$ cat src/rtl/vfi_ctrl_pkg.sv
package vfi_ctrl_pkg;
  // round half up: floor((acc + 2^(frac-1)) / 2^frac)
  function automatic int round_frac(input int acc, input int frac);
    int biased;
    biased = acc + (1 <<< (frac - 1));
    return biased >>> frac;
  endfunction

  function automatic int clamp(input int v, input int lo, input int hi);
    if (v < lo) return lo;
    if (v > hi) return hi;
    return v;
  endfunction
endpackage

$ cat src/rtl/vfi_util_avg.sv
module vfi_util_avg #(
  parameter int NQ      = 2,
  parameter int OW      = 5,
  parameter int LOG_INT = 3
) (
  input  logic             clk,
  input  logic             rst,
  input  logic [NQ*OW-1:0] occ_i,
  output logic [NQ*OW-1:0] util_o,
  output logic             win_o
);
  localparam int SW = OW + LOG_INT;

  logic [LOG_INT-1:0] cnt_q;
  logic [SW-1:0]      sum_q   [NQ];
  logic [SW-1:0]      sum_nxt [NQ];

  assign win_o = (cnt_q == {LOG_INT{1'b1}});

  for (genvar j = 0; j < NQ; j++) begin : g_q
    assign sum_nxt[j] = sum_q[j] + SW'(occ_i[j*OW +: OW]);
    assign util_o[j*OW +: OW] = sum_nxt[j][SW-1:LOG_INT];

    always_ff @(posedge clk) begin
      if (rst || win_o) sum_q[j] <= '0;
      else              sum_q[j] <= sum_nxt[j];
    end
  end

  always_ff @(posedge clk) begin
    if (rst) cnt_q <= '0;
    else     cnt_q <= cnt_q + 1'b1;
  end
endmodule

$ cat src/rtl/vfi_island_law.sv
module vfi_island_law
  import vfi_ctrl_pkg::*;
#(
  parameter int NQ     = 2,
  parameter int OW     = 5,
  parameter int GW     = 8,
  parameter int FRAC   = 4,
  parameter int F_MIN  = 20,
  parameter int F_STEP = 4,
  parameter int NLVL   = 4,
  parameter int LW     = 2
) (
  input  logic [NQ*OW-1:0] util_i,
  input  logic [NQ*OW-1:0] ref_i,
  input  logic [NQ*GW-1:0] gain_row_i,
  output logic [LW-1:0]    lvl_o
);
  localparam int F_MAX = F_MIN + (NLVL - 1) * F_STEP;

  // nearest table entry; a midpoint counts toward the upper level
  function automatic logic [LW-1:0] pick_level(input int cmd);
    int n;
    n = 0;
    for (int l = 1; l < NLVL; l++)
      if (2 * cmd >= 2 * F_MIN + (2 * l - 1) * F_STEP) n++;
    return LW'(n);
  endfunction

  int acc;
  int cmd;

  always_comb begin
    acc = 0;
    for (int j = 0; j < NQ; j++)
      acc += int'($signed(gain_row_i[j*GW +: GW])) *
             (int'(ref_i[j*OW +: OW]) - int'(util_i[j*OW +: OW]));
    cmd   = clamp(round_frac(acc, FRAC), F_MIN, F_MAX);
    lvl_o = pick_level(cmd);
  end
endmodule

$ cat src/rtl/vfi_freq_ctrl.sv
module vfi_freq_ctrl #(
  parameter int NQ      = 2,
  parameter int NI      = 3,
  parameter int OW      = 5,
  parameter int GW      = 8,
  parameter int FRAC    = 4,
  parameter int LOG_INT = 3,
  parameter int F_MIN   = 20,
  parameter int F_STEP  = 4,
  parameter int NLVL    = 4,
  parameter int LW      = $clog2(NLVL)
) (
  input  logic                clk,
  input  logic                rst,
  input  logic [NQ*OW-1:0]    occ_i,
  input  logic [NQ*OW-1:0]    ref_i,
  input  logic [NI*NQ*GW-1:0] gain_i,
  input  logic [NI-1:0]       pin_mask_i,
  input  logic [LW-1:0]       pin_level_i,
  output logic [NI*LW-1:0]    lvl_o,
  output logic                upd_o
);
  localparam logic [LW-1:0] TOP_LVL = LW'(NLVL - 1);

  logic [NQ*OW-1:0] util;
  logic             win_done;
  logic [LW-1:0]    law_lvl [NI];
  logic [NI*LW-1:0] lvl_q;
  logic             upd_q;

  vfi_util_avg #(.NQ(NQ), .OW(OW), .LOG_INT(LOG_INT)) u_avg (
    .clk(clk), .rst(rst), .occ_i(occ_i), .util_o(util), .win_o(win_done)
  );

  for (genvar i = 0; i < NI; i++) begin : g_isl
    vfi_island_law #(
      .NQ(NQ), .OW(OW), .GW(GW), .FRAC(FRAC),
      .F_MIN(F_MIN), .F_STEP(F_STEP), .NLVL(NLVL), .LW(LW)
    ) u_law (
      .util_i(util), .ref_i(ref_i),
      .gain_row_i(gain_i[i*NQ*GW +: NQ*GW]),
      .lvl_o(law_lvl[i])
    );

    always_ff @(posedge clk) begin
      if (rst)
        lvl_q[i*LW +: LW] <= TOP_LVL;
      else if (win_done)
        lvl_q[i*LW +: LW] <= pin_mask_i[i] ? pin_level_i : law_lvl[i];
    end
  end

  always_ff @(posedge clk) begin
    if (rst) upd_q <= 1'b0;
    else     upd_q <= win_done;
  end

  assign lvl_o = lvl_q;
  assign upd_o = upd_q;
endmodule

$ cat config.mk
export PLATFORM = sky130hd
export DESIGN_NAME = vfi_freq_ctrl
export DESIGN_NICKNAME = d
export VERILOG_FILES = /design/src/rtl/vfi_ctrl_pkg.sv /design/src/rtl/vfi_util_avg.sv /design/src/rtl/vfi_island_law.sv /design/src/rtl/vfi_freq_ctrl.sv
export SDC_FILE = /design/constraint.sdc
export NUM_CORES = 1
export LEC_CHECK = 0
export BUFFER_PORTS_ARGS = -buffer_cell sky130_fd_sc_hd__buf_2
export CORE_MARGIN = 3
export CORE_UTILIZATION = 55
export DETAILED_ROUTE_END_ITERATION = 6
export PLACE_DENSITY = 0.77
export SYNTH_ARGS = -nofsm -noshare
export SYNTH_HDL_FRONTEND = slang
export SYNTH_HIERARCHICAL = 1
export SYNTH_SLANG_ARGS = --single-unit
$ cat constraint.sdc
create_clock -name clk -period 14.58 [get_ports clk]
set_input_delay 1.458 -clock clk [delete_from_list [all_inputs] [get_ports clk]]
set_output_delay 1.458 -clock clk [all_outputs]
set_load 0.01 [all_outputs]
==> results of run 1 <==
## synthesized netlist by cell type (5+ instances only)
cell type / instances / area, um^2
nand4_1: 9 / 56.3
inv_1: 382 / 1430
nor2b_1: 30 / 188
o2111ai_1: 5 / 43.8
o211ai_2: 5 / 62.6
nor3_1: 23 / 115
nand2b_1: 36 / 225
fa_1: 287 / 5750
o211ai_1: 12 / 90.1
a21oi_1: 39 / 195
a31oi_1: 5 / 31.3
clkbuf_1: 12 / 45.0
xnor2_1: 51 / 447
or2_2: 32 / 200
nand3_1: 18 / 90.1
a211oi_1: 7 / 52.6
o31ai_1: 6 / 45.0
and2_1: 105 / 657
o21bai_1: 7 / 52.6
nor3b_1: 10 / 75.1
nor2_1: 59 / 221
or3_1: 9 / 56.3
o21ai_0: 18 / 90.1
nand2_1: 141 / 529
mux2i_1: 14 / 140
dfxtp_1: 26 / 521
o21a_1: 10 / 75.1
a211o_1: 7 / 61.3
buf_4: 11 / 82.6
ha_1: 192 / 2400
a21o_1: 38 / 285
xor2_1: 27 / 236
## layer usage
metal,global-route usage (%),up-vias,share of wire [%]
li1,-,5621,-
met1,33.8,5852,46
met2,40.0,253,47
met3,2.03,42,4.3
met4,3.12,8,1.7
met5,0,-,0.12
## cells by family (layout without fill, tap and decap cells)
| family | after synthesis | in the layout | share of synthesized area, % |
|---|---|---|---|
| and+or+nand+nor | 514 | 514 | 17.8 |
| adders and majority gates | 479 | 479 | 52.5 |
| buffers and inverters | 410 | 470 | 10.3 |
| AOI/OAI and AO/OA | 212 | 212 | 10.5 |
| xor gates and xnor gates | 79 | 79 | 4.55 |
| DFF | 26 | 26 | 3.35 |
| muxes | 14 | 14 | 0.903 |
| other | 0 | 1 | 0 |
## sequential cells by signal, indices dropped and copies added (netlist names)
register,flops
u_avg/cnt_q,3
lvl_o,6
u_avg/sum_q,16
upd_o,1
## worst reg2reg max path, delay by kind of cell, from the launching register on
kind	cells	cell delay, ns
xor gates and xnor gates	1	0.41
muxes	1	0.16
adders and majority gates	12	4.83
AOI/OAI and AO/OA	15	2.76
and+or+nand+nor	8	1.97
DFF	1	0.31
buffers and inverters	5	0.39
## cells in the final DEF (no fill, tap or decap), drive strengths merged, types with 10 or more instances in the layout
cell type	count
nor3	24
o21ai	22
a211oi	10
nand2	141
fa	287
nand3	18
nor3b	10
ha	192
xor2	27
or3	10
mux2i	14
a21oi	40
dfxtp	26
and2	108
nor2b	31
or2	36
xnor2	51
a21o	38
buf	84
nor2	60
o211ai	18
o21a	12
nand2b	36
inv	382
## metrics by stage
stage               hold slack, ns  instance area (um^2)  worst slack (ns)  instances  util [%]
global route                 0.462                 16300              2.05       2167      59.8
CTS                          0.420                 16300              2.68       2166      59.8
floorplan                    0.395                 15500              3.42       1734         -
finish                       0.418                 16300              2.65       2167      59.8
global placement             0.407                 16200              2.76       2162      59.4
detailed placement           0.410                 16200              2.45       2162      59.4
## worst min path at each step
stage                         startpoint  slack, ns             end
after global placement    u_avg/cnt_q[0]       0.41  u_avg/cnt_q[0]
final                     u_avg/cnt_q[0]       0.42  u_avg/cnt_q[0]
after detailed placement  u_avg/cnt_q[0]       0.41  u_avg/cnt_q[0]
after global routing      u_avg/cnt_q[0]       0.46  u_avg/cnt_q[0]
after floorplan           u_avg/cnt_q[0]       0.39  u_avg/cnt_q[0]
after CTS                 u_avg/cnt_q[0]       0.42  u_avg/cnt_q[0]
## area by class of cell
| type | count | area share, % |
|---|---|---|
| timing repair buffer | 84 | 2.62 |
| tap | 372 | 2.85 |
| inverter | 382 | 8.78 |
| clock buffer | 4 | 0.544 |
| sequential | 26 | 3.19 |
| antenna | 1 | 0.0153 |
| multi-input combinational | 1298 | 82.0 |
==> results.sh, run 1 <==
export IMPL_rows=60
export IMPL_path_common_cell="fa_1"
export IMPL_numPortBuffers=81
export IMPL_ys_seq_area_share_pct=3.35
export IMPL_syn_area_per_cell_um2=8.95
export IMPL_antenna_found_initial=5
export IMPL_clkTransAtPathRegs_ns=0.06
export IMPL_cts_max_path_buffers=2
export IMPL_min_path_cells=1
export IMPL_cts_tree="yes"
export IMPL_cp_end_kind="flop"
export IMPL_crit_buf_inv=6
export IMPL_wirelength_um=34000
export IMPL_avgViaCountPerCell=5.43
export IMPL_synth_edf_count=0
export IMPL_skew_ns=0.00171
export IMPL_cts_root_buffer="clkbuf_16"
export IMPL_yosys_register_bits=26
export IMPL_cts_resized_gates=0
export IMPL_grt_pass1_wl_um=59600
export IMPL_die_w_um=174
export IMPL_worstPathRequired_ns=14.72
export IMPL_tns_ns=0
export IMPL_cp_depth=43
export IMPL_pin_count=82
export IMPL_num_fill_cells=2422
export IMPL_slew_viol_final=0
export IMPL_ant_nets=0
export IMPL_start_util_pct=56.8
export IMPL_crit_start="occ_i[5]"
export IMPL_coreArea_um2=27300
export IMPL_synthFlopType="dfxtp_1"
export IMPL_cts_setup_buffers=0
export IMPL_htree_levels=1
export IMPL_ys_types=90
export IMPL_period_share_pct=81.8
export IMPL_arrival_ns=12.07
export IMPL_dr_total_vias=11800
export IMPL_ys_warn_count=6
export IMPL_multi_input_area_um2=13400
export IMPL_min_path_type="reg -> reg"
export IMPL_r2r_cells=42
export IMPL_syn_nets=2288
export IMPL_layout_min_cycle_time_ns=11.93
export IMPL_slowest_stage="fa_1"
export IMPL_die_y_um=174
export IMPL_wl_per_cell_um=15.7
export IMPL_drc=0
export IMPL_drive_gt1_share_pct=8.86
export IMPL_critPathMaxStageDelay_ns=0.56
export IMPL_crit_family="adder cells"
export IMPL_reg2reg_from="u_avg/sum_q[1][0]"
export IMPL_endpoint="lvl_o[0]"
export IMPL_rsz0062_at_grt="no"
export IMPL_worst_setup_path_type="in -> reg"
export IMPL_drt_iter0_markers=597
export IMPL_gr_total_overflow=0
export IMPL_gp_congestion=0.879
export IMPL_cts_buffers=3
export IMPL_cts_sinks=26
export IMPL_maxCapViolCount=0
export IMPL_synth_area_um2=15500
export IMPL_synthCells=1734
export IMPL_place_hpwl_um=30200
export IMPL_grt_max_degree=15
export IMPL_die_area_um2=30300
export IMPL_worst_pin_slew_ns=0.841
export IMPL_hold_viol=0
export IMPL_area_growth_pct=5.28
export IMPL_setup_viol=0
export IMPL_startpoint_type="primary input"
export IMPL_dr_pass1_iters=5
export IMPL_slew_headroom_pct=43.5
export IMPL_crit_fanout=9
export IMPL_status="completed"
export IMPL_grtUsageTotal_pct=23.5
export IMPL_insertion_delay_ns=0.25
export IMPL_hold_buffers=0
export IMPL_fin_nets=2349
export IMPL_max_freq_mhz=83.8
export IMPL_synthArstFlopShare_pct=0
export IMPL_grt_pass1_vias=12500
export IMPL_reg2reg_to="lvl_o[0]"
export IMPL_seq_area_um2=520
export IMPL_rrSetupSlack_ns=3.63
Power of run 1 is not shown: default switching activity piles up to over one toggle a cycle in this logic, so the estimate is an artifact.
==> inputs of run 2 (changes only) <==
clock period = 11.86 ns   (was 14.58 ns; I/O delays follow)
==> run 2 against run 1 <==
Sequential cell count stayed put. Register-to-register slack worse by 2.3 ns. Clock skew is 0.0017 ns higher. Final cell count is 0.51% higher. Critical path depth stayed put. Hold slack better by 0.0058 ns.
==> results.sh, run 2 (synthesis gave the netlist of run 1 again) <==
export IMPL_status="completed"
export IMPL_max_freq_mhz=88.5
export IMPL_top_register="u_avg/sum_q"
export IMPL_worstPathRequired_ns=12.01
export IMPL_rsz0062_at_grt="no"
export IMPL_insertion_delay_ns=0.26
export IMPL_arrival_ns=11.45
export IMPL_grt_pass1_vias=12700
export IMPL_layout_min_cycle_time_ns=11.30
export IMPL_cts_max_path_buffers=2
export IMPL_drive_gt1_share_pct=9.98
export IMPL_maxCapViolCount=0
export IMPL_seq_area_um2=520
export IMPL_antenna_found_initial=3
export IMPL_grtUsageTotal_pct=23.9
export IMPL_reg2reg_to="lvl_o[0]"
export IMPL_grt_max_degree=15
export IMPL_drt_iter0_markers=642
export IMPL_layout_common_cells="inv_1, fa_1, ha_1, nand2_1, and2_1"
export IMPL_numPortBuffers=81
export IMPL_reg2reg_from="u_avg/sum_q[1][0]"
export IMPL_cts_buffers=3
export IMPL_r2r_cells=42
export IMPL_rrSetupSlack_ns=1.29
export IMPL_area_growth_pct=6.26
export IMPL_cts_sinks=26
export IMPL_hold_buffers=0
export IMPL_avgViaCountPerCell=5.46
export IMPL_wl_per_cell_um=15.9
export IMPL_min_path_cells=1
export IMPL_rows=60
export IMPL_die_y_um=174
export IMPL_slowest_stage="fa_1"
export IMPL_die_w_um=174
export IMPL_tns_ns=0
export IMPL_worst_pin_slew_ns=0.693
export IMPL_dr_pass1_iters=5
export IMPL_min_path_type="reg -> reg"
export IMPL_place_hpwl_um=30800
export IMPL_clkTransAtPathRegs_ns=0.06
export IMPL_slew_viol_final=0
export IMPL_pin_count=82
export IMPL_cp_end_kind="flop"
export IMPL_hold_viol=0
export IMPL_min_to="u_avg/cnt_q[0]"
export IMPL_coreArea_um2=27300
export IMPL_period_share_pct=95.3
export IMPL_gp_congestion=0.862
export IMPL_cts_tree="yes"
export IMPL_drc=0
export IMPL_worst_setup_path_type="in -> reg"
export IMPL_startpoint_type="primary input"
export IMPL_worstHoldStart="u_avg/cnt_q[0]"
export IMPL_ant_nets=0
export IMPL_final_common_cell="inv_1"
export IMPL_cts_root_buffer="clkbuf_16"
export IMPL_dr_total_vias=11900
export IMPL_htree_levels=1
export IMPL_largest_reg_flops=16
export IMPL_gr_total_overflow=0
export IMPL_path_common_cell="fa_1"
export IMPL_whs_ns=0.424
export IMPL_die_area_um2=30300
export IMPL_grt_pass1_wl_um=60600
export IMPL_crit_fanout=9
export IMPL_setup_viol=0
export IMPL_skew_ns=0.00337
export IMPL_fin_nets=2359
export IMPL_slew_headroom_pct=53.6
export IMPL_critPathMaxStageDelay_ns=0.56
export IMPL_start_util_pct=56.8
export IMPL_wirelength_um=34600
export IMPL_num_fill_cells=2361
export IMPL_multi_input_area_um2=13500
==> run 2: critical path, delay by kind of cell <==
family / cells / cell delay (ns)
fa+ha+maj: 12 / 4.60
xor+xnor: 1 / 0.25
mux: 1 / 0.16
buf+inv: 6 / 0.43
simple gates: 7 / 1.72
compound gates: 16 / 3.04
==> run 2: per-stage QoR <==
step,area [um^2],worst slack [ns],cells,utilization [%]
2_1_floorplan,15500,0.967,1734,-
3_3_place_gp,16300,0.357,2171,59.7
3_5_place_dp,16300,0.00953,2171,59.7
4_1_cts,16400,0.237,2175,60.0
5_1_grt,16500,0.00699,2178,60.3
6_report,16500,0.560,2178,60.3
==> run 2: routing by layer <==
layer  vias to the layer above  part of all wire, %  GRT usage [%]
met3                        30                  5.4           2.66
li1                       5632                    -              -
met5                         -                0.038              0
met2                       286                   49           40.7
met4                         2                 0.90           3.12
met1                      5934                   45           34.0
==> run 2: how the worst max path moves through the flow <==
stage                          end      from  slack [ns]  cells past startpoint
after floorplan           lvl_o[0]  occ_i[5]        0.97                     44
after global placement    lvl_o[0]  occ_i[5]        0.36                     43
after detailed placement  lvl_o[0]  occ_i[5]        0.01                     43
after CTS                 lvl_o[0]  occ_i[5]        0.24                     43
after global routing      lvl_o[0]  occ_i[0]       0.007                     43
final                     lvl_o[0]  occ_i[5]        0.56                     43
==> run 2: timing repair <==
item | in CTS | in global routing
buffers inserted | 0 | 1
resized for setup | 0 | 14
setup endpoints to repair | 0 | 4
==> run 2: area by class of cell <==
| class | count | share of cell area, % |
|---|---|---|
| clock buffers | 4 | 0.539 |
| diodes | 2 | 0.0304 |
| flip-flops and latches | 26 | 3.16 |
| inverters | 382 | 8.70 |
| repair buffers | 94 | 3.05 |
| well taps | 372 | 2.82 |
| multi-input cells | 1298 | 81.7 |
Power of run 2 is left out for the same reason.
